--- src/rtl/way_retire_ctrl.sv ---
module way_retire_ctrl #(
  parameter int WAYS = 12,
  parameter int CW   = 4,
  parameter int IW   = $clog2(WAYS)
) (
  input  logic            clk,
  input  logic            rst_n,
  input  logic            err_valid,
  input  logic [IW-1:0]   err_way,
  input  logic            err_fatal,
  input  logic            decay_tick,
  input  logic [CW-1:0]   thresh,
  output logic [WAYS-1:0] way_en,
  output logic [IW:0]     dead_cnt,
  output logic            isolate,
  output logic            irq
);

  logic [CW-1:0]   cnt [WAYS];
  logic [WAYS-1:0] hit, cand;
  logic            fat_hit, ret;
  logic [IW-1:0]   sel;

  for (genvar w = 0; w < WAYS; w++) begin : g_way
    logic inc, dec;
    assign hit[w]  = err_valid && (err_way == IW'(w)) && way_en[w];
    assign cand[w] = way_en[w] && (thresh != '0) && (cnt[w] >= thresh);
    assign inc     = hit[w] && !err_fatal;
    assign dec     = decay_tick && (cnt[w] != '0);

    always_ff @(posedge clk or negedge rst_n)
      if (!rst_n)                           cnt[w] <= '0;
      else if (ret && sel == IW'(w))        cnt[w] <= '0;
      else if (inc && !dec && cnt[w] != '1) cnt[w] <= cnt[w] + 1'b1;
      else if (dec && !inc)                 cnt[w] <= cnt[w] - 1'b1;
  end

  assign fat_hit = err_fatal && (|hit);

  always_comb begin
    ret = 1'b0;
    sel = '0;
    if (fat_hit) begin
      ret = 1'b1;
      for (int w = 0; w < WAYS; w++)
        if (hit[w]) sel = IW'(w);
    end else begin
      for (int w = WAYS - 1; w >= 0; w--)
        if (cand[w]) begin
          ret = 1'b1;
          sel = IW'(w);
        end
    end
  end

  always_ff @(posedge clk or negedge rst_n)
    if (!rst_n) begin
      way_en   <= '1;
      dead_cnt <= '0;
      isolate  <= 1'b0;
      irq      <= 1'b0;
    end else begin
      irq <= ret;
      if (ret) begin
        way_en[sel] <= 1'b0;
        dead_cnt    <= dead_cnt + 1'b1;
        if (way_en == (WAYS'(1) << sel)) isolate <= 1'b1;
      end
    end

  assert_one_step_R4: assert property (@(posedge clk) disable iff (!rst_n)
    $countones($past(way_en) & ~way_en) <= 1);

  assert_no_revive_R7: assert property (@(posedge clk) disable iff (!rst_n)
    (way_en & ~$past(way_en)) == '0);

  assert_dead_count_R7: assert property (@(posedge clk) disable iff (!rst_n)
    int'(dead_cnt) == WAYS - $countones(way_en));

  assert_irq_pulse_R8: assert property (@(posedge clk) disable iff (!rst_n)
    irq == (way_en != $past(way_en)));

  assert_isolate_sticky_R9: assert property (@(posedge clk) disable iff (!rst_n)
    isolate |=> isolate);

  assert_isolate_empty_R9: assert property (@(posedge clk) disable iff (!rst_n)
    isolate == (way_en == '0));

endmodule

--- config.mk ---
export PLATFORM = sky130hd
export DESIGN_NAME = way_retire_ctrl
export DESIGN_NICKNAME = d
export VERILOG_FILES = /design/src/rtl/way_retire_ctrl.sv
export SDC_FILE = /design/constraint.sdc
export NUM_CORES = 1
export LEC_CHECK = 0
export BUFFER_PORTS_ARGS = -buffer_cell sky130_fd_sc_hd__buf_2
export CORE_MARGIN = 8
export CORE_UTILIZATION = 30
export CTS_BUF_LIST = sky130_fd_sc_hd__clkbuf_4 sky130_fd_sc_hd__clkbuf_8 sky130_fd_sc_hd__clkbuf_16
export CTS_CLUSTER_SIZE = 16
export DETAILED_ROUTE_END_ITERATION = 6
export PLACE_DENSITY_LB_ADDON = 0.08
export SETUP_SLACK_MARGIN = 0.15
export SYNTH_ARGS = -nofsm -noshare
export SYNTH_HDL_FRONTEND = slang
export SYNTH_SLANG_ARGS = --single-unit
--- constraint.sdc ---
create_clock -name clk -period 4.2 [get_ports clk]
set_input_delay 0.21 -clock clk [delete_from_list [all_inputs] [get_ports clk]]
set_output_delay 0.21 -clock clk [all_outputs]
set_load 0.02 [all_outputs]
; ---- Word-level counts from Yosys, hierarchy flattened
; Index checks and enable logic that the tools add are counted.
[word_totals]
regBits = 67
output_inout_bits = 19
[op_classes]
n_shift = 1
n_eq_ne = 35
n_reduce_logical = 176
n_lt_le_gt_ge = 14
bitwise = 2
muxes = 75
addsub = 25
[ops]
columns = op, count
row1 = $mux 4, 59
row2 = $logic_and 1x1->1, 122
row3 = $reduce_bool 4->1, 13
row4 = $add 4x1->4 const B, 12
row5 = $ge 4x4->1, 12
row6 = $ne 4x4->1 const B, 12
row7 = $sub 4x1->4 const B, 12
row8 = $reduce_bool 3->1, 12
row9 = $eq 4x3->1 const B, 8
row10 = $eq 4x4->1 const B, 8
row11 = $logic_not 1->1, 25
row12 = $eq 4x2->1 const B, 4
row13 = $mux 1, 15
row14 = $and 12x12->12, 1
row15 = $eq 12x12->1, 1
row16 = $not 12->12, 1
row17 = $reduce_or 12->1, 1
row18 = $shl 1x4->12 const A, 1
row19 = $eq 4x1->1 const B, 2
row20 = $logic_not 4->1, 2
row21 = $add 5x1->5 const B, 1
row22 = $lt 4x5->1 const B, 1
row23 = $demux 1 s4, 1
row24 = $ge 4x1->1 const B, 1
row25 = $reduce_and 2->1, 1

; ---- Longest topological paths before layout
[logic_depth]
depth_word = 22
depth_mapped = 15
ltp_nobuf = 12

; ---- Worst setup path before layout
; OpenSTA, ideal clock, no wires.
[synth_path]
path_kind = register to register
start = register cnt[32] (netlist bit)
end = register isolate
period_less_slack_ns = 3.031
stages_incl_launch_ff = 14
setup_slack_ns = 1.169
setup_ns = 0.104
arrival_ns = 2.928
required_ns = 4.096
n_path_buf = 1
path_cell_list = dfrtp_1 > inv_1 > ha_1 > nand2b_1 > a21o_1 > a211o_1 > o2111ai_1 > and2_2 > a31oi_4 > or2_1 > buf_6 > o31ai_1 > o221ai_2 > o41ai_2
[synth_via]
elab_chain_len = 10
[synth_lines]
columns = element, line_no
row1 = start: declaration, 19  ; logic [CW-1:0] cnt [WAYS];
row2 = start signal: indexed assignment, 35  ; else if (dec && !inc) cnt[w] <= cnt[w] - 1'b1;
row3 = $ge 4x4->1 (*), 27  ; assign cand[w] = way_en[w] && (thresh != '0) && (cnt[w] >= thresh);
row4 = $logic_and 1x1->1 (*), 27
row5 = $mux 4 (4 in a row), 49  ; if (cand[w]) begin
row6 = $mux 4, 43  ; if (fat_hit) begin
row7 = $shl 1x4->12, 67  ; if (way_en == (WAYS'(1) << sel)) isolate <= 1'b1;
row8 = $eq 12x12->1, 67
row9 = $reduce_and 2->1 (no source line) (*), -
row10 = end signal: assignment, 60  ; isolate <= 1'b0;
row11 = end signal: assignment, 67
row12 = end: declaration, 15  ; output logic isolate,
; Mark *: on every way between the ends. The rest lies on a longest branch, timed or not.
; A chain may end at the register's enable or synchronous reset.

; ---- Worst setup path after layout
[layout_path]
start = register cnt[8] (netlist bit)
end = register isolate
[layout_via]
elab_chain_len = 16
[layout_lines]
columns = element, line_no
row1 = $ge 4x4->1 (*), 27
row2 = $logic_and 1x1->1 (*), 27
row3 = $mux 4 (10 in a row), 49
row4 = $mux 4, 43
row5 = $shl 1x4->12, 67
row6 = $eq 12x12->1, 67
row7 = $reduce_and 2->1 (no source line) (*), -
; Marks and branches as above.

==> impl_metrics.env <==
export IMPL_syn_inst=702
export IMPL_crit_chain="inv_1 -> ha_1 -> nor3b_1 -> o21ai_0 -> o2111ai_1 -> o21ai_0 -> a22oi_1 -> nand2_1 -> a21oi_1 -> and3_1 -> o221ai_2 -> o41ai_2"
export IMPL_drtIter0Drc=252
export IMPL_rsz0062_at_grt="false"
export IMPL_cts_hold_buffers=0
export IMPL_crit_required_ns=4.45
export IMPL_area_growth_pct=12.5
export IMPL_hold_viol=0
export IMPL_gp_congestion=0.880
export IMPL_critical_path_slowest_cell="a21oi_1"
export IMPL_cap_violations=0
export IMPL_period_minus_slack_ns=3.74
export IMPL_design_die_area_mm2=0.0251
export IMPL_r2r_start="cnt[8]$_DFFE_PN0P_"
export IMPL_syn_avg_cell_area_um2=8.68
export IMPL_netlist_area_mm2=0.00609
export IMPL_die_y_um=158
export IMPL_synth_edff_count=0
export IMPL_drc=0
export IMPL_coreArea_mm2=0.0201
export IMPL_min_period_over_period=0.891
export IMPL_stdcell_count=1009
export IMPL_clockRootBuffer="clkbuf_16"
export IMPL_leakage_uw=0.00317
export IMPL_grt_max_degree=58
export IMPL_wire_per_inst_um=17.3
export IMPL_grt_pass1_vias=5185
export IMPL_final_setup_tns_ns=0
export IMPL_cpPeakStageDelay_ns=0.61
export IMPL_yosys_cell_types_count=64
export IMPL_cts_resized=0
export IMPL_crit_path_end_kind="flip-flop"
export IMPL_final_cell_area_mm2=0.00685
export IMPL_worstHoldPathType="in2async"
export IMPL_top_level_ports=32
export IMPL_antenna_found_initial=0
export IMPL_start_kind="flip-flop"
export IMPL_async_reset_ff_frac=1.00
export IMPL_fmax_mhz=267
export IMPL_crit_fanout=11
export IMPL_die_x_um=158
export IMPL_dr_total_vias=5218
export IMPL_finalSetupViolCount=0
export IMPL_slew_headroom=0.309
export IMPL_drt_wl_total_mm=17.4
export IMPL_ys_warnings_count=0
export IMPL_num_antenna_cells=0
export IMPL_cts_htree_levels=3
export IMPL_cpMostUsedCell="o21ai_0"
export IMPL_nets=832
export IMPL_final_cell_mix="90 x nor2_1, 73 x ha_1, 55 x dfrtp_1"
export IMPL_dr_pass1_iters=5
export IMPL_ant_nets=0
export IMPL_overflow=0
export IMPL_ys_ff_latch=67
export IMPL_setup_worst_path_start="cnt[8]$_DFFE_PN0P_"
export IMPL_finalMaxSlewViolations=0
export IMPL_dp_hpwl_mm=13.1
export IMPL_grt_pass1_wl_mm=28.4
export IMPL_start_util=0.303
export IMPL_syn_nets=800
export IMPL_worstPathArrival_ns=3.99
export IMPL_yosys_top_cells_area="dfrtp_1 23%, ha_1 15%, nor2_1 5.5%, dfstp_2 5.2%, xnor2_1 4.9%"
export IMPL_cts_buffers=9
export IMPL_ys_seq_area_frac=0.278
export IMPL_final_common_cell="nor2_1"
export IMPL_cts_path_max_buffers=2
export IMPL_critPathKind="reg2reg"
export IMPL_cts_setup_buffers=0
export IMPL_cts_num_sinks=67
export IMPL_grt_usage=0.147
export IMPL_port_buffers=31
export IMPL_vias_per_cell=5.17
export IMPL_outcome="complete, no violations"
export IMPL_synth_top_cell_by_area="dfrtp_1"
export IMPL_holdWs_ns=0.0284
export IMPL_fin_util=0.341
export IMPL_synthFlopType="dfrtp_1"
export IMPL_finClkSkew_ns=0.0143
export IMPL_placed_area_mm2=0.00654
export IMPL_rows=52
export IMPL_dpl_cell_count=993
export IMPL_insertion_delay_ns=0.36
export IMPL_drive_gt1_frac=0.119
export IMPL_p_per_area_mw_per_mm2=618
export IMPL_vdd_drop_max_uv=262
export IMPL_synth_top_cell_area_share=0.226
export IMPL_clk_pin_slew_worst_paths_ns=0.07
export IMPL_cts_tree="yes"
export IMPL_worst_slew_pin_slew_ns=1.04
final timing paths:
kind | endpoint | cells after the start | slack, ns
min in group clk | dead_cnt[4]$_DFFE_PN0P_ | 1 | 0.47
max | isolate$_DFFE_PN0P_ | 12 | 0.46
min | cnt[8]$_DFFE_PN0P_ | 1 | 0.03
min reg2reg | dead_cnt[4]$_DFFE_PN0P_ | 1 | 0.47
max in group asynchronous | way_en[0]$_DFFE_PN1P_ | 2 | 3.14
max reg2reg | isolate$_DFFE_PN0P_ | 12 | 0.46
cell usage after synthesis (all sizes together) (2+ instances only):
library cell   n
mux2i          9
nand2         29
o2111ai        8
or3           16
xor2          15
dfrtp         55
nor3           9
a211oi        12
and2b          2
or2            6
nand3b         6
nand2b         4
buf            6
dfstp         12
nor3b         11
a31oi         15
fa            12
o211a          4
or3b           2
nor2          90
a21o          14
a21oi         49
o31a           5
o21a           6
nand4          7
a41oi          2
and3           4
ha            73
inv           53
and2           5
o21bai         2
nand3         30
o31ai          6
o21ai         49
clkbuf        12
xnor2         34
nor2b          9
o221ai         3
stage by stage:
stage / setup WS, ns / power [uW]
2_1_floorplan: 1.17 / 2850
3_3_place_gp: 0.339 / 3380
3_5_place_dp: 0.325 / 3420
4_1_cts: 0.465 / 4280
5_1_grt: 0.179 / 4640
6_report: 0.457 / 4240
routing by layer:
layer	global-route usage	wire length, um	up-vias
li1	-	-	2576
met1	0.196	8520	2508
met2	0.233	7800	108
met3	0.0296	749	26
met4	0.0498	355	0
met5	0	0	-
registers in the layout, indices dropped and copies added, names as in the netlist:
signal and count:
way_en 12, cnt 48, dead_cnt 5, isolate 1, irq 1
where the power goes:
group	switching (uW)	internal, uW	leakage (uW)
Combinational	1220	912	0.00222
Clock	337	495	0.000152
Sequential	358	919	0.000806
Total	1910	2330	0.00317
area by class of cell:
cell class	instances	area [um^2]
Sequential cell	67	1690
Clock buffer	11	253
Inverter	53	199
Tap cell	270	338
Multi-Input combinational cell	564	4090
Clock inverter	5	60.1
Timing Repair Buffer	39	215
Fill cell	2086	13300
worst max-delay path: cells and delay by family, from the launching register on:
family / cells / cell delay [ns]
AOI/OAI and AO/OA: 7 / 1.96
adders and majority gates: 1 / 0.29
and+or+nand+nor: 3 / 0.78
DFF: 1 / 0.47
buffers and inverters: 1 / 0.13
logic make-up after synthesis:
| logic type | Yosys count | synth area share |
|---|---|---|
| xor gates and xnor gates | 49 | 0.0705 |
| AOI/OAI and AO/OA | 187 | 0.201 |
| adders and majority gates | 85 | 0.189 |
| DFF | 67 | 0.278 |
| buffers and inverters | 71 | 0.0501 |
| muxes | 10 | 0.0166 |
| and+or+nand+nor | 233 | 0.195 |
No activity file was read; power rests on OpenSTA's default activity.
